**config.mk**
```make
export PLATFORM = sky130hd
export DESIGN_NAME = fcg_pause_gen
export DESIGN_NICKNAME = d
export VERILOG_FILES = /design/src/rtl/fcg_pkg.sv /design/src/rtl/fcg_class_req.sv /design/src/rtl/fcg_arbiter.sv /design/src/rtl/fcg_serializer.sv /design/src/rtl/fcg_pause_gen.sv
export SDC_FILE = /design/constraint.sdc
export NUM_CORES = 1
export LEC_CHECK = 0
export BUFFER_PORTS_ARGS = -buffer_cell sky130_fd_sc_hd__buf_2
export CAP_MARGIN = 20
export CORE_MARGIN = 2
export CORE_UTILIZATION = 50
export CTS_CLUSTER_SIZE = 24
export DETAILED_ROUTE_END_ITERATION = 8
export PLACE_DENSITY = 0.89
export REMOVE_ABC_BUFFERS = 1
export SLEW_MARGIN = 20
export SYNTH_ARGS = -nofsm -noshare
export SYNTH_HDL_FRONTEND = slang
export SYNTH_SLANG_ARGS = --single-unit
```
**constraint.sdc**
```tcl
create_clock -name clk -period 5.7 [get_ports clk]
set_input_delay 0.57 -clock clk [delete_from_list [all_inputs] [get_ports clk]]
set_output_delay 0.57 -clock clk [all_outputs]
set_load 0.01 [all_outputs]
```
**src/rtl/fcg_pkg.sv**
```systemverilog
package fcg_pkg;

  localparam int FRAME_LEN = 60;
  localparam int IDX_W     = 6;
  localparam int CLS_W     = 3;
  localparam int Q_W       = 16;

  // Byte i of a flow-control frame (without FCS).
  function automatic logic [7:0] fc_byte(input logic [IDX_W-1:0] i,
                                         input logic [47:0] da,
                                         input logic [47:0] sa,
                                         input logic pfc,
                                         input logic [CLS_W-1:0] cls,
                                         input logic [Q_W-1:0] q);
    int k;
    logic [7:0] b;
    k = int'(i);
    b = 8'h00;
    if (k < 6)        b = da[8*(5-k) +: 8];
    else if (k < 12)  b = sa[8*(11-k) +: 8];
    else if (k == 12) b = 8'h88;
    else if (k == 13) b = 8'h08;
    else if (k == 14) b = pfc ? 8'h01 : 8'h00;
    else if (k == 15) b = 8'h01;
    else if (!pfc) begin
      if (k == 16)      b = q[15:8];
      else if (k == 17) b = q[7:0];
    end else begin
      if (k == 17) b = 8'(1) << cls;
      else if (k >= 18 && k < 34 && ((k - 18) / 2) == int'(cls))
        b = ((k - 18) % 2 == 0) ? q[15:8] : q[7:0];
    end
    return b;
  endfunction

endpackage

```
**src/rtl/fcg_class_req.sv**
```systemverilog
module fcg_class_req #(
  parameter int SEP_W = 16
) (
  input  logic             clk,
  input  logic             rst_n,
  input  logic             two_bit,
  input  logic             use_sig,
  input  logic             lvl,
  input  logic             sig_off,
  input  logic             sig_on,
  input  logic             reg_off,
  input  logic             reg_on,
  input  logic [SEP_W-1:0] sep,
  input  logic             take,
  input  logic             take_off,
  output logic             want_off,
  output logic             want_on
);

  logic             act_q, act_d;
  logic             pon_q, pon_d;
  logic             poff_q, poff_d;
  logic [SEP_W-1:0] tim_q, tim_d;
  logic             xo, xn, fall, tim_en;

  always_comb begin
    xo = use_sig ? sig_off : reg_off;
    xn = use_sig ? sig_on  : reg_on;
    if (two_bit) act_d = xo ? 1'b1 : (xn ? 1'b0 : act_q);
    else         act_d = lvl;
    fall = act_q & ~act_d;

    tim_en = (take & take_off) | (tim_q != '0);
    tim_d  = (take & take_off) ? sep : tim_q - 1'b1;

    pon_d = pon_q;
    if (take & ~take_off) pon_d = 1'b0;
    if (act_d)            pon_d = 1'b0;
    if (fall)             pon_d = 1'b1;

    poff_d = act_d & ~(take & take_off) & (poff_q | (tim_q == '0));
  end

  always_ff @(posedge clk or negedge rst_n) begin
    if (!rst_n) begin
      act_q  <= 1'b0;
      pon_q  <= 1'b0;
      poff_q <= 1'b0;
      tim_q  <= '0;
    end else begin
      act_q  <= act_d;
      pon_q  <= pon_d;
      poff_q <= poff_d;
      if (tim_en) tim_q <= tim_d;
    end
  end

  assign want_off = poff_q;
  assign want_on  = pon_q;

  p_pend_excl_r4: assert property (@(posedge clk) disable iff (!rst_n)
    !(pon_q && poff_q));

  p_sep_gap_r6: assert property (@(posedge clk) disable iff (!rst_n)
    (tim_q != '0 && !poff_q) |=> !poff_q);

  p_fall_xon_r4: assert property (@(posedge clk) disable iff (!rst_n)
    (act_q && !act_d) |=> want_on);

endmodule

```
**src/rtl/fcg_arbiter.sv**
```systemverilog
module fcg_arbiter #(
  parameter int NCLS = 8
) (
  input  logic                     pfc_en,
  input  logic [NCLS-1:0]          want_off,
  input  logic [NCLS-1:0]          want_on,
  output logic                     any,
  output logic [fcg_pkg::CLS_W-1:0] cls,
  output logic                     off
);

  logic [NCLS-1:0] req;

  always_comb begin
    req = want_off | want_on;
    if (!pfc_en) req = req & NCLS'(1);
    any = |req;
    cls = '0;
    off = 1'b0;
    for (int c = NCLS - 1; c >= 0; c--) begin
      if (req[c]) begin
        cls = fcg_pkg::CLS_W'(c);
        off = want_off[c];
      end
    end
  end

endmodule

```
**src/rtl/fcg_serializer.sv**
```systemverilog
module fcg_serializer (
  input  logic                       clk,
  input  logic                       rst_n,
  input  logic                       start,
  input  logic [fcg_pkg::CLS_W-1:0]  in_cls,
  input  logic                       in_off,
  input  logic                       in_pfc,
  input  logic [fcg_pkg::Q_W-1:0]    in_q,
  input  logic [47:0]                da,
  input  logic [47:0]                sa,
  input  logic                       ready,
  output logic                       valid,
  output logic                       sop,
  output logic                       eop,
  output logic [7:0]                 data,
  output logic                       is_pfc,
  output logic                       is_xoff,
  output logic [fcg_pkg::CLS_W-1:0]  cls
);
  import fcg_pkg::*;

  localparam logic [IDX_W-1:0] LAST = IDX_W'(FRAME_LEN - 1);

  logic             busy_q, busy_d;
  logic [IDX_W-1:0] idx_q, idx_d;
  logic             adv;
  logic [CLS_W-1:0] cls_q;
  logic             off_q, pfc_q;
  logic [Q_W-1:0]   q_q;

  always_comb begin
    adv    = busy_q & ready;
    busy_d = busy_q;
    idx_d  = idx_q;
    if (adv) begin
      if (idx_q == LAST) busy_d = 1'b0;
      else               idx_d  = idx_q + 1'b1;
    end
    if (start) begin
      busy_d = 1'b1;
      idx_d  = '0;
    end
  end

  always_ff @(posedge clk or negedge rst_n) begin
    if (!rst_n) begin
      busy_q <= 1'b0;
      idx_q  <= '0;
      cls_q  <= '0;
      off_q  <= 1'b0;
      pfc_q  <= 1'b0;
      q_q    <= '0;
    end else begin
      busy_q <= busy_d;
      if (adv | start) idx_q <= idx_d;
      if (start) begin
        cls_q <= in_cls;
        off_q <= in_off;
        pfc_q <= in_pfc;
        q_q   <= in_off ? in_q : '0;
      end
    end
  end

  assign valid   = busy_q;
  assign sop     = busy_q & (idx_q == '0);
  assign eop     = busy_q & (idx_q == LAST);
  assign data    = fc_byte(idx_q, da, sa, pfc_q, cls_q, q_q);
  assign is_pfc  = pfc_q;
  assign is_xoff = off_q;
  assign cls     = cls_q;

  p_hold_r8: assert property (@(posedge clk) disable iff (!rst_n)
    (valid && !ready) |=> (valid && $stable(data) && $stable(sop) && $stable(eop)));

  p_type_stable_r9: assert property (@(posedge clk) disable iff (!rst_n)
    (valid && !(eop && ready)) |=> ($stable(is_pfc) && $stable(is_xoff) && $stable(cls)));

  p_eop_end_r2: assert property (@(posedge clk) disable iff (!rst_n)
    (valid && eop && ready) |=> !valid);

endmodule

```
**src/rtl/fcg_pause_gen.sv**
```systemverilog
module fcg_pause_gen #(
  parameter int NCLS  = 8,
  parameter int SEP_W = 16
) (
  input  logic                  clk,
  input  logic                  rst_n,
  input  logic                  cfg_pfc_en,
  input  logic [NCLS-1:0]       cfg_two_bit,
  input  logic                  cfg_use_sig,
  input  logic [47:0]           cfg_dst_mac,
  input  logic [47:0]           cfg_src_mac,
  input  logic [NCLS*16-1:0]    cfg_quanta,
  input  logic [NCLS*SEP_W-1:0] cfg_sep,
  input  logic [NCLS-1:0]       req_lvl,
  input  logic [NCLS-1:0]       sig_xoff,
  input  logic [NCLS-1:0]       sig_xon,
  input  logic [NCLS-1:0]       reg_xoff,
  input  logic [NCLS-1:0]       reg_xon,
  input  logic                  tx_ready,
  output logic                  tx_valid,
  output logic                  tx_sop,
  output logic                  tx_eop,
  output logic [7:0]            tx_data,
  output logic                  tx_is_pfc,
  output logic                  tx_is_xoff,
  output logic [2:0]            tx_class
);
  import fcg_pkg::*;

  logic [NCLS-1:0]  want_off, want_on, take;
  logic [Q_W-1:0]   qa [NCLS];
  logic             any, gnt_off, start;
  logic [CLS_W-1:0] gnt_cls;

  assign start = any & ~tx_valid;

  for (genvar c = 0; c < NCLS; c++) begin : g_cls
    assign qa[c]   = cfg_quanta[c*16 +: 16];
    assign take[c] = start & (gnt_cls == CLS_W'(c));
    fcg_class_req #(.SEP_W(SEP_W)) i_req (
      .clk      (clk),
      .rst_n    (rst_n),
      .two_bit  (cfg_two_bit[c]),
      .use_sig  (cfg_use_sig),
      .lvl      (req_lvl[c]),
      .sig_off  (sig_xoff[c]),
      .sig_on   (sig_xon[c]),
      .reg_off  (reg_xoff[c]),
      .reg_on   (reg_xon[c]),
      .sep      (cfg_sep[c*SEP_W +: SEP_W]),
      .take     (take[c]),
      .take_off (gnt_off),
      .want_off (want_off[c]),
      .want_on  (want_on[c])
    );
  end

  fcg_arbiter #(.NCLS(NCLS)) i_arb (
    .pfc_en   (cfg_pfc_en),
    .want_off (want_off),
    .want_on  (want_on),
    .any      (any),
    .cls      (gnt_cls),
    .off      (gnt_off)
  );

  fcg_serializer i_ser (
    .clk     (clk),
    .rst_n   (rst_n),
    .start   (start),
    .in_cls  (gnt_cls),
    .in_off  (gnt_off),
    .in_pfc  (cfg_pfc_en),
    .in_q    (qa[gnt_cls]),
    .da      (cfg_dst_mac),
    .sa      (cfg_src_mac),
    .ready   (tx_ready),
    .valid   (tx_valid),
    .sop     (tx_sop),
    .eop     (tx_eop),
    .data    (tx_data),
    .is_pfc  (tx_is_pfc),
    .is_xoff (tx_is_xoff),
    .cls     (tx_class)
  );

  p_take_onehot_r7: assert property (@(posedge clk) disable iff (!rst_n)
    $onehot0(take));

  p_std_class0_r7: assert property (@(posedge clk) disable iff (!rst_n)
    (tx_valid && !tx_is_pfc) |-> (tx_class == '0));

  p_lowest_wins_r7: assert property (@(posedge clk) disable iff (!rst_n)
    (start && cfg_pfc_en) |-> (((want_off | want_on) & ((NCLS'(1) << gnt_cls) - 1'b1)) == '0));

  p_start_idle_r10: assert property (@(posedge clk) disable iff (!rst_n)
    (!tx_valid && !any) |=> !tx_valid);

endmodule

```
* Yosys cells after proc, flatten, opt, wreduce, memory -nomap -nowiden
Index checks and enable logic that the tools add are counted.
** Storage, ports and cells
- Output and inout port bits :: 16
- Word-level logic and storage cells :: 311
- Flip-flop bits (word level) :: 180
- Bits of input ports :: 405
** Operators by class
- Bitwise gates (word level) :: 90
- Add/subtract/negate cells :: 13
- $lt $le $gt $ge :: 5
- Muxes and demuxes :: 112
- Equality and inequality tests :: 16
- Shift operators :: 3
- Reduce and logical (&&, ||, !) cells :: 34
** Operators with widths (count)
- two-way mux 16 bit :: 11
- zero test 16 bit :: 8
- nonzero test 16 bit :: 8
- subtractor 16 x 1 -> 16 bit (second input constant) :: 8
- two-way mux 8 bit :: 13
- variable part select 48 x 32 -> 8 bit :: 2
- two-way mux 1 bit :: 76
- bitwise AND 1 bit :: 53
- binary-select mux 16 bit (select 3 bit) :: 1
- adder 32 x 1 -> 32 bit :: 1
- equality test 32 x 4 -> 1 bit :: 1
- zero test 32 bit :: 1
- equality test 6 x 5 -> 1 bit (second input constant) :: 4
- two-way mux 3 bit :: 8
- nonzero test 3 bit :: 8
- equality test 6 bit (second input constant) :: 3
- two-way mux 6 bit :: 3
- NOT 1 bit :: 18
- bitwise OR 1 bit :: 17
- equality test 3 bit (second input constant) :: 4
- bitwise OR 8 bit :: 1
- OR reduction 8 bit :: 1
- left shift 1 x 3 -> 8 bit (first input constant) :: 1
- subtractor 3 x 6 -> 7 bit (first input constant) :: 1
- other kinds (18) :: 21

* Longest topological paths before layout
Gate-level depths: netlist of the first run.
- Depth in word-level cells :: 16
- Mapped depth :: 18
- Mapped depth without buffers :: 17

* Modules after synthesis
Synthesis of the first run repeated with hierarchy kept, for this count alone.
** Second synthesis, totals
- Cell total of the unflattened synthesis :: 1553
- Area, all modules :: 13880.8 sq um
** Modules (own cells, without submodules)
- fcg_class_req :: cells an instance 127, area each 1169.9 sq um, seq. area each 475.5 sq um, times used 8
- fcg_serializer :: cells an instance 376, area each 3208.1 sq um, seq. area each 700.7 sq um, times used 1
- fcg_pause_gen :: cells an instance 128, area each 1124.8 sq um, seq. area each 0.0 sq um, times used 1
- fcg_arbiter :: cells an instance 33, area each 188.9 sq um, seq. area each 0.0 sq um, times used 1

* Worst setup path after synthesis of the first run
Ideal clock, no wire load.
- Path type :: flip-flop to output port
- Start point :: register i_ser.idx_q[2]
- End point :: output port tx_data[6]
- Path buffers :: 1
- Data arrival time :: 4.475 ns
- Stages on the path, launching flop included :: 19
- Required time :: 5.130 ns
- Slack :: 0.655 ns
- Path through :: dfrtp_1 > clkbuf_1 > inv_1 > ha_1 > a21bo_2 > a21oi_1 > and2_1 > ha_1 > nand2b_1 > or2_2 > a211o_1 > ha_1 > nor4bb_1 > nand3_1 > nor4_1 > nand3_1 > nor3_2 > a21oi_1 > o31ai_1
** On the way
- Longest elaborated chain between the ends :: 14
- Elaborated cells between the ends (all ways) :: 33
- Classes of those cells :: 4 x add/sub; 4 x order compare; 7 x eq/ne; 2 x shift; 12 x mux; 1 x bitwise; 3 x reduce/logical
** RTL lines
- from (decl) :: line fcg_serializer.sv:25 : logic [IDX_W-1:0] idx_q, idx_d;
- from (signal assigned) :: line fcg_serializer.sv:55 : if (adv | start) idx_q <= idx_d;
- subtractor 6 x 5 -> 7 bit :: line fcg_pkg.sv:30, fcg_pkg.sv:31
- bitwise AND 1 bit (no source line)
- adder 32 x 1 -> 32 bit (no source line)
- equality test 32 x 4 -> 1 bit :: line fcg_pkg.sv:30 : else if (k >= 18 && k < 34 && ((k - 18) / 2) == int'(cls))
- logical AND 1 bit :: line fcg_pkg.sv:30
- two-way mux 8 bit :: line fcg_pkg.sv:30
- two-way mux 8 bit :: line fcg_pkg.sv:29 : if (k == 17) b = 8'(1) << cls;
- two-way mux 8 bit :: line fcg_pkg.sv:25 : else if (!pfc) begin
- two-way mux 8 bit :: line fcg_pkg.sv:24 : else if (k == 15) b = 8'h01;
- two-way mux 8 bit :: line fcg_pkg.sv:23 : else if (k == 14) b = pfc ? 8'h01 : 8'h00;
- two-way mux 8 bit :: line fcg_pkg.sv:22 : else if (k == 13) b = 8'h08;
- two-way mux 8 bit :: line fcg_pkg.sv:21 : else if (k == 12) b = 8'h88;
- two-way mux 8 bit :: line fcg_pkg.sv:20 : else if (k < 12) b = sa[8*(11-k) +: 8];
- two-way mux 8 bit * :: line fcg_pkg.sv:19 : if (k < 6) b = da[8*(5-k) +: 8];
- to (decl) :: line fcg_pause_gen.sv:23 : output logic [7:0] tx_data,
Every way passes the cells marked *; elsewhere a longest branch is shown, timed or not.

* Final worst setup path of the first run
- Start point :: register i_ser.idx_q[3]
- End point :: output port tx_data[2]
The elaborated chain is that of the path after synthesis.

==> run_results.csv, run 1 <==
group,metric,value,unit
finish,final_nets,2242,
global_routing,grt-ovfl-total,0,
timing,fin_setup_tns,0,ns
finish,layout.cells.non_filler,2163,
synthesis,yosysWarnings,0,
finish,final_layout_size_suffix_gt1_share,33.4,%
power,swShare,37.2,%
power,combinationalPowerShare,39.5,%
worst_setup_path,worstPathRequired,5.13,ns
synthesis,synth_top_cell_by_area,"dfrtp_1",
floorplan,die_h,164,um
route,routed-wl-met3,3210,um
power,switching_power,1.71,mW
route,ant_nets,0,
timing,finalCritPeriodShare,95.0,%
timing,fin_skew,0.0132,ns
cts,htreeDepth,4,
floorplan,start_util,50.8,%
route,wire_per_inst,19.6,um
timing,drv_slew,0,
cts,clockRootBuffer,"clkbuf_16",
finish,fillers,2164,
cts,clk_latency,0.43,ns
placement,gp_congestion,0.974,
global_routing,grt_pass1_wl,64500,um
synthesis,ys_ff_latch,180,
placement,portBuffers,420,
synthesis,yosys.area.top_type_share,35.3,%
synthesis,synth_edf_count,0,
timing,relSlewSlack,25.7,%
power,ir_drop,216,uV
global_routing,grt_max_degree,92,
synthesis,synth.area.top_cells,"dfrtp_1 (35%), mux2_2 (6.7%), nand2_1 (6.3%), xnor2_1 (4.5%), o31ai_1 (4.4%)",
worst_setup_path,arrival,4.85,ns
route,vias,12700,
global_routing,grt_usage,31.2,%
timing,worst_pin_slew,1.11,ns
placement,dp_hpwl,32300,um
synthesis,syn-mean-instance-area,8.93,sq um
cts,cts_tree,"built",
floorplan,core,25100,sq um
cts,clkTransAtPathRegs,0.07,ns
timing,setup_viol,0,
synthesis,synth_common_cells,"nand2_1 (214), dfrtp_1 (180), nor2_1 (109)",
placement,dpl_cell_area,15100,sq um
floorplan,io_pins,421,
route,drt-met1-wl,16200,um
route,drt-initial-drc-count,875,
synthesis,synth-compound-area-share,20.2,%
cts,cts_inserted_buffers,17,
timing,finalHoldViolations,0,
route,firstDrtPassIters,5,
floorplan,rows,58,
finish,stdcell_area,15900,sq um
power,power.internal,2.89,mW
route,drt_wl_total,42400,um
worst_setup_path,end_kind,"primary output",
synthesis,synth_mux_area_share,11.0,%
cts,cts.sinks,180,
finish,final_util,63.2,%
finish,syn_to_final_growth,24.2,%
synthesis,synth_xor_area_share,7.20,%
power,clkPwrFrac,29.0,%
cts,ctsHoldBuffers,0,
power,seq_power_share,31.5,%
placement,placed_cells,2117,
timing,max_freq,185,MHz
route,met2WireLength,21000,um
synthesis,ys_seq_area_share,35.3,%
synthesis,ys.flop_type,"dfrtp_1",
power,power_density,290,nW/um^2
route,top_layer,"met5",
global_routing,grt_pass1_vias,12400,
synthesis,netlist_instances,1429,
route,drc,0,
worst_hold_path,hp-class,"in2async",
route,vias_per_cell,5.89,
timing,finalCriticalPeriod,5.42,ns
global_routing,antenna_found_initial,12,
floorplan,die_area,26800,sq um
synthesis,yosysMostFrequentCell,"nand2_1",
synthesis,synth_top_family_by_area,"compound AO/OA/AOI/OAI gates",
worst_setup_path,startpoint_type,"flop",
synthesis,async_reset_ff_share,100,%
outcome,outcome,"finished clean",
synthesis,synth.distinct_cells,77,
cts,clockBufferDepth,2,
floorplan,die_w,164,um
worst_setup_path,critPathKind,"reg2out",
power,p_leak,6.60,nW
synthesis,synth-simple-area-share,19.1,%
flow_run,drv_cap,0,
worst_setup_path,cp_max_fo,8,
synthesis,synthesis.area,12800,sq um
synthesis,synthAdderAreaFrac,2.84,%
power by group through the flow:
stage | sequential [mW] | clock (mW) | combinational [mW]
after CTS | 1.44 | 1.36 | 1.77
after detailed placement | 1.46 | 0 | 1.76
after floorplan | 1.50 | 0 | 1.08
after global routing | 1.46 | 1.41 | 1.97
after global placement | 1.46 | 0 | 1.74
final | 1.45 | 1.33 | 1.82
area by class of cell:
type	instances	area [sq um]	share of cell area (%)
diodes	12	30.0	0.189
clock buffers	17	425	2.68
clock inverters	15	238	1.50
inverters	45	169	1.07
multi-input cells	1122	7780	49.1
flip-flops and latches	180	4510	28.4
well taps	330	413	2.60
repair buffers	442	2290	14.4
layer usage:
metal	vias up	track usage (%)
li1	5985	-
met1	6096	36.2
met2	549	53.1
met3	104	7.47
met4	2	17.6
met5	-	0
registers in the layout, indices dropped and copies added (netlist names), 3 cells and up:
name and flops:
g_cls.i_req.want_on 8, g_cls.i_req.act_q 8, g_cls.i_req.want_off 8, g_cls.i_req.tim_q 128, i_ser.cls 3, i_ser.q_q 16, i_ser.idx_q 6
path summary, 6_finish.rpt:
kind,start,to,slack [ns],cells after the start
max,i_ser.idx_q[3],tx_data[2],0.28,19
min,rst_n,g_cls[7].i_req.tim_q[7],0.21,1
max reg2reg,g_cls[7].i_req.want_off,i_ser.q_q[0],2.25,8
min reg2reg,i_ser.q_q[6],i_ser.q_q[6],0.52,1
max in group asynchronous,rst_n,g_cls[5].i_req.tim_q[15],4.31,2
min in group clk,cfg_sep[117],g_cls[7].i_req.tim_q[5],0.34,2
cells by family after synthesis:
kind of cell / after synthesis
AOI/OAI and AO/OA: 364
xor gates and xnor gates: 105
adders and majority gates: 29
buffers and inverters: 127
DFF: 180
muxes: 111
and+or+nand+nor: 513
metrics by stage:
step           hold WS, ns  power (mW)  setup WS, ns
5_1_grt              0.257        4.83       -0.0109
3_3_place_gp         0.498        3.20         0.455
2_1_floorplan        0.274        2.58         0.800
3_5_place_dp         0.512        3.23         0.277
4_1_cts              0.242        4.57       0.00767
6_report             0.207        4.60         0.283
what timing repair did:
action	CTS	global route
buffers inserted	0	1
setup endpoints to repair	8	8
pin swaps	0	1
gates resized for setup	1	3
layout by cell type, fill, tap and decap left out, types with 5 or more instances in the layout:
master / netlist / layout
or2_2: 4 / 5
xnor2_1: 65 / 65
bufinv_16: 0 / 5
nor3b_1: 5 / 5
dfrtp_1: 180 / 178
diode_2: 0 / 12
o22ai_1: 19 / 19
a32o_1: 16 / 16
nor3_1: 53 / 53
inv_1: 44 / 44
o21ai_0: 87 / 87
a221oi_1: 7 / 7
a21oi_1: 48 / 44
xor2_1: 40 / 40
nor4_1: 17 / 17
nand3_1: 13 / 13
nand4_1: 9 / 9
ha_1: 29 / 29
mux2i_1: 18 / 18
buf_4: 6 / 20
buf_2: 29 / 419
a211oi_1: 15 / 15
nand3b_1: 9 / 9
a2111oi_4: 5 / 6
nor2b_1: 9 / 9
clkbuf_16: 0 / 17
nand2b_1: 14 / 14
a31oi_1: 19 / 19
or3_1: 19 / 19
nand2_1: 214 / 214
a21o_1: 21 / 21
or4_1: 6 / 6
nor2_1: 109 / 109
a22oi_1: 9 / 9
mux4_2: 16 / 16
o31ai_1: 74 / 74
mux2_2: 76 / 76
o221ai_1: 16 / 16
critical path, stage by stage (launching register included):
cell	delay [ns]
dfrtp_2	0.45
inv_1	0.10
ha_1	0.27
a21bo_2	0.27
a21oi_4	0.27
and2_1	0.17
ha_1	0.16
nand2b_1	0.10
or2_2	0.33
a211o_1	0.24
ha_1	0.26
nor4bb_1	0.29
nand3_1	0.12
nor4_1	0.30
nand3_1	0.17
nor3_4	0.25
buf_12	0.15
a21oi_1	0.07
o31ai_1	0.25
buf_2	0.19
Note: power is estimated with default switching activity, not from simulation.
==> run 2, diff against run 1 <==
--- a/config.mk
+++ b/config.mk
@@ -7,11 +7,10 @@
 export LEC_CHECK = 0
 export BUFFER_PORTS_ARGS = -buffer_cell sky130_fd_sc_hd__buf_2
 export CAP_MARGIN = 20
-export CORE_MARGIN = 2
-export CORE_UTILIZATION = 50
+export CORE_UTILIZATION = 47
 export CTS_CLUSTER_SIZE = 24
 export DETAILED_ROUTE_END_ITERATION = 8
-export PLACE_DENSITY = 0.89
+export PLACE_DENSITY = 0.88
 export REMOVE_ABC_BUFFERS = 1
 export SLEW_MARGIN = 20
 export SYNTH_ARGS = -nofsm -noshare
==> constraint.sdc (replaced) <==
create_clock -name clk -period 4.7 [get_ports clk]
set_input_delay 0.47 -clock clk [delete_from_list [all_inputs] [get_ports clk]]
set_output_delay 0.47 -clock clk [all_outputs]
set_load 0.01 [all_outputs]
==> run 2 against run 1 <==
Net effect:
- final cell count up 0.97%
- clock power up 13%
- first-iteration DRC count shrank 8.1%
- worst setup slack worse by 0.19 ns
- sequential power grew 18%
- register-to-register slack worse by 1.1 ns
- critical path type unchanged
- critical endpoint unchanged
==> run_results.csv, run 2 (synthesis results as in run 1) <==
group,metric,value,unit
outcome,outcome,"finished clean",
cts,cts.sinks,180,
cts,cts_inserted_buffers,17,
finish,final_cell_mix,"buf_2 (418), nand2_1 (214), dfrtp_1 (179), nor2_1 (109), o21ai_0 (86)",
route,firstDrtPassIters,6,
finish,syn_to_final_growth,25.4,%
finish,stdcell_area,16000,sq um
power,power_density,353,nW/um^2
power,p_leak,6.66,nW
flow_run,drv_cap,0,
placement,dpl_cell_area,15200,sq um
worst_hold_path,hp-class,"in2async",
route,vias_per_cell,5.84,
worst_setup_path,r2r_setup_slack,1.20,ns
cts,cts_tree,"built",
worst_setup_path,critPathKind,"reg2out",
finish,fillers,2259,
worst_setup_path,cp_max_fo,7,
placement,gp_congestion,1.04,
cts,clockBufferDepth,2,
route,drt-initial-drc-count,804,
timing,relSlewSlack,29.5,%
timing,finalHoldViolations,0,
global_routing,antenna_found_initial,13,
worst_setup_path,r2r_cells,8,
global_routing,grt_max_degree,108,
cts,clkTransAtPathRegs,0.08,ns
worst_setup_path,r2r-start,"g_cls[7].i_req.want_off",
worst_setup_path,arrival,4.14,ns
finish,final_layout_size_suffix_gt1_share,34.7,%
finish,reg_top3,"g_cls.i_req.tim_q (128), i_ser.q_q (16)",
cts,htreeDepth,4,
floorplan,rows,59,
timing,whs,0.122,ns
cts,clk_latency,0.44,ns
floorplan,die_h,167,um
worst_setup_path,startpoint_type,"flop",
floorplan,die_w,167,um
timing,finalCritPeriodShare,98.1,%
timing,drv_slew,0,
worst_setup_path,worstPathRequired,4.23,ns
finish,regMostFlops,"g_cls.i_req.tim_q",
worst_setup_path,end_kind,"primary output",
timing,worst_pin_slew,1.06,ns
route,drc,0,
worst_setup_path,critical-path-top-delay-family,"simple AND/OR/NAND/NOR gates",
global_routing,grt_pass1_wl,66200,um
timing,finalCriticalPeriod,4.61,ns
floorplan,core,26400,sq um
worst_setup_path,path_cells,"inv_2 -> ha_4 -> a21bo_4 -> a21oi_4 -> and2_4 -> ha_4 -> nand2b_4 -> or2_4 -> a211o_1 -> ha_1 -> nor4bb_4 -> nand3_1 -> nor4_2 -> nand3_1 -> nor3_2 -> buf_4 -> a21oi_2 -> o31ai_2 -> buf_2",
global_routing,grt_pass1_vias,12700,
worst_setup_path,path_buf_inv,3,
timing,rsz0062_at_grt,"yes",
worst_setup_path,slowest_stage,"dfrtp_1",
floorplan,io_pins,421,
placement,dp_hpwl,32200,um
timing,fin_skew,0.0235,ns
timing,setup_viol,0,
global_routing,grt_usage,30.3,%
floorplan,start_util,48.4,%
power,ir_drop,213,uV
finish,mostFrequentLayoutCell,"buf_2",
global_routing,grt-ovfl-total,0,
worst_setup_path,critPathMaxStageDelay,0.40,ns
route,wire_per_inst,19.2,um
cts,clockRootBuffer,"clkbuf_16",
timing,max_freq,217,MHz
worst_setup_path,reg2reg_to,"i_ser.q_q[6]",
route,drt_wl_total,42000,um
floorplan,die_area,27800,sq um
route,ant_nets,0,
route,vias,12800,
finish,final_nets,2261,
placement,portBuffers,420,
finish,largest_reg_flops,128,
power,power.total,5.66,mW
run 2: cell type report:
cell class              count  area, sq um  area share (%)
inverters                  45          169            1.05
clock buffers              17          425            2.66
repair buffers            461         2430            15.2
diodes                      9         22.5           0.141
multi-input cells        1122         7840            49.0
well taps                 335          419            2.62
flip-flops and latches    180         4510            28.1
clock inverters            15          200            1.25
run 2: worst max path at each step:
stage	startpoint	to	slack, ns	cells after the start
final	i_ser.idx_q[2]	tx_data[2]	0.09	19
after global routing	i_ser.idx_q[2]	tx_data[7]	-0.03	20
after CTS	i_ser.idx_q[2]	tx_data[2]	0.009	19
after detailed placement	i_ser.idx_q[2]	tx_data[2]	0.009	19
after global placement	i_ser.idx_q[2]	tx_data[6]	0.16	19
after floorplan	i_ser.idx_q[2]	tx_data[6]	-0.10	17
run 2: report_power, final:
| part | switching, mW | internal (mW) |
|---|---|---|
| sequential | 0.103 | 1.61 |
| combinational | 1.37 | 1.08 |
| clock | 0.761 | 0.735 |
run 2: through the flow:
stage	util, %	setup TNS, ns	std cells	setup WS (ns)
after floorplan	-	-0.600	1347	-0.100
after detailed placement	57.7	0	2135	0.00899
after CTS	60.4	0	2172	0.00933
after global routing	60.8	-0.153	2184	-0.0348
after global placement	57.6	0	2134	0.162
final	60.8	0	2184	0.0894
run 2: metal layers:
layer  track usage [%]  vias to the layer above  share of wire, %
li1                  -                     6007                 -
met1              36.4                     6110                40
met2              51.8                      546                49
met3              5.20                       99               6.1
met4              16.1                        2               4.7
met5                 0                        -             0.031
run 2: what timing repair did:
action,4_1_cts,5_1_grt
hold buffers,0,0
gates resized for setup,13,9
setup endpoints to repair,8,8
setup buffers,5,3
pin swaps,6,2
==> run 3, diff against run 2 <==
--- a/config.mk
+++ b/config.mk
@@ -10,7 +10,7 @@
 export CORE_UTILIZATION = 47
 export CTS_CLUSTER_SIZE = 24
 export DETAILED_ROUTE_END_ITERATION = 8
-export PLACE_DENSITY = 0.88
+export PLACE_DENSITY_LB_ADDON = 0.2
 export REMOVE_ABC_BUFFERS = 1
 export SLEW_MARGIN = 20
 export SYNTH_ARGS = -nofsm -noshare
==> run 3 against run 2 <==
Net effect:
- global-route usage is 1.5 points lower
- via count fell by 2.0%
- largest cell class unchanged
- critical path type unchanged
- non-clock buffer count increased by 9
- critical endpoint is now tx_data[6]
==> run_results.csv, run 3 (synthesis results as in run 1) <==
group,metric,value,unit
placement,gp_congestion,0.930,
power,clkPwrFrac,25.4,%
global_routing,grt_pass1_vias,12400,
worst_setup_path,r2r-start,"g_cls[3].i_req.want_off",
global_routing,grt_max_degree,94,
finish,stdcell_area,16200,sq um
route,vias_per_cell,5.69,
finish,reg_top3,"g_cls.i_req.tim_q (128), i_ser.q_q (16)",
worst_setup_path,critPathKind,"reg2out",
route,drt_wl_total,40600,um
timing,rsz0062_at_grt,"yes",
global_routing,grt_pass1_wl,63100,um
timing,finalCritPeriodShare,99.8,%
timing,max_freq,213,MHz
floorplan,start_util,48.4,%
global_routing,grt-ovfl-total,0,
power,ir_drop,268,uV
timing,fin_setup_tns,0,ns
cts,clkTransAtPathRegs,0.08,ns
timing,fin_skew,0.0173,ns
cts,cts.sinks,180,
cts,ctsHoldBuffers,0,
finish,largest_reg_flops,128,
finish,syn_to_final_growth,26.5,%
worst_setup_path,end_kind,"primary output",
finish,regMostFlops,"g_cls.i_req.tim_q",
floorplan,io_pins,421,
timing,finalCriticalPeriod,4.69,ns
route,wire_per_inst,18.5,um
floorplan,core,26400,sq um
worst_setup_path,cp_max_fo,6,
power,power.internal,3.56,mW
power,swShare,39.1,%
route,drt-initial-drc-count,688,
floorplan,die_w,167,um
worst_hold_path,hp-class,"in2async",
timing,whs,0.0896,ns
route,vias,12500,
placement,dp_hpwl,30700,um
placement,dpl_cell_area,15300,sq um
global_routing,antenna_found_initial,13,
timing,relSlewSlack,25.2,%
timing,setup_viol,0,
finish,mostFrequentLayoutCell,"buf_2",
worst_setup_path,crit_start,"i_ser.idx_q[2]",
cts,clk_latency,0.44,ns
worst_setup_path,startpoint_type,"flop",
power,seq_power_share,29.3,%
power,switching_power,2.28,mW
cts,clockRootBuffer,"clkbuf_16",
placement,place_ws,0.0246,ns
floorplan,die_area,27800,sq um
finish,final_cell_mix,"buf_2 (417), nand2_1 (213), dfrtp_1 (179), nor2_1 (109), o21ai_0 (85)",
timing,drv_slew,0,
flow_run,drv_cap,0,
cts,cts_inserted_buffers,17,
worst_setup_path,arrival,4.22,ns
cts,htreeDepth,4,
finish,final_nets,2270,
power,power_density,362,nW/um^2
cts,clockBufferDepth,2,
route,ant_nets,0,
placement,portBuffers,420,
finish,final_layout_size_suffix_gt1_share,35.3,%
route,drc,0,
timing,worst_pin_slew,1.12,ns
worst_setup_path,worstPathRequired,4.23,ns
timing,finalHoldViolations,0,
power,combinationalPowerShare,45.3,%
timing,setup_ws,0.00741,ns
power,power.total,5.84,mW
route,firstDrtPassIters,5,
floorplan,die_h,167,um
outcome,outcome,"finished clean",
global_routing,grt_usage,28.8,%
cts,cts_tree,"built",
floorplan,rows,59,
worst_setup_path,r2r_cells,7,
power,p_leak,6.71,nW
## run 3: changes by cell type in the layout (fill, tap and decap cells not counted), sizes merged
cell      previous run  this run
clkinvlp             1         0
diode                9        13
clkbuf              18        19
buf                460       469
bufinv               0         1
inv                 51        50
## run 3: layout make-up
type	count	area, sq um
fill	2346	10200
multi-input combinational	1122	7900
sequential	180	4510
timing repair buffer	470	2520
clock buffer	18	439
tap	335	419
inverter	45	169
clock inverter	14	165
antenna	13	32.5
## run 3: routing by layer
metal / vias up / part of all wire, % / GRT usage, %
met1: 5923 / 40 / 34.2
met3: 77 / 6.0 / 5.04
li1: 6053 / - / -
met2: 454 / 50 / 50.4
met5: - / 0 / 0
met4: 0 / 3.8 / 13.9
## run 3: final timing paths
| path | slack [ns] | endpoint |
|---|---|---|
| max | 0.007 | tx_data[6] |
| min | 0.09 | g_cls[7].i_req.tim_q[6] |
| max reg2reg | 1.35 | g_cls[6].i_req.tim_q[4] |
| min reg2reg | 0.52 | i_ser.q_q[0] |
| max in group asynchronous | 3.61 | g_cls[5].i_req.tim_q[1] |
| min in group clk | 0.22 | g_cls[7].i_req.tim_q[1] |
## run 3: power by group through the flow
stage | registers (mW) | clock network, mW | logic, mW
final | 1.71 | 1.48 | 2.65
after global routing | 1.72 | 1.58 | 2.86
after CTS | 1.71 | 1.51 | 2.47
after detailed placement | 1.73 | 0 | 2.36
after global placement | 1.73 | 0 | 2.34
after floorplan | 1.82 | 0 | 1.30
## run 3: critical path: stages, from the launching register on
cell      delay, ns
dfrtp_1        0.39
inv_2          0.10
ha_4           0.13
a21bo_4        0.24
a21oi_4        0.16
and2_4         0.16
ha_4           0.14
nand2b_4       0.05
or2_4          0.24
a211o_1        0.27
ha_4           0.27
nor4bb_4       0.17
nand3_1        0.11
nor4_2         0.31
nand3_1        0.16
nor3_4         0.23
buf_6          0.17
a21oi_1        0.07
o31ai_1        0.22
buf_2          0.18
## run 3: timing repair
action,4_1_cts,5_1_grt
pin swaps,12,15
resized for setup,16,17
setup buffers,7,5
setup endpoints to repair,8,8
## run 3: metrics by stage
step / utilization [%] / cells
after detailed placement: 57.9 / 2140
after global routing: 61.3 / 2196
after global placement: 57.9 / 2140
final: 61.3 / 2197
after floorplan: - / 1347
after CTS: 60.6 / 2179
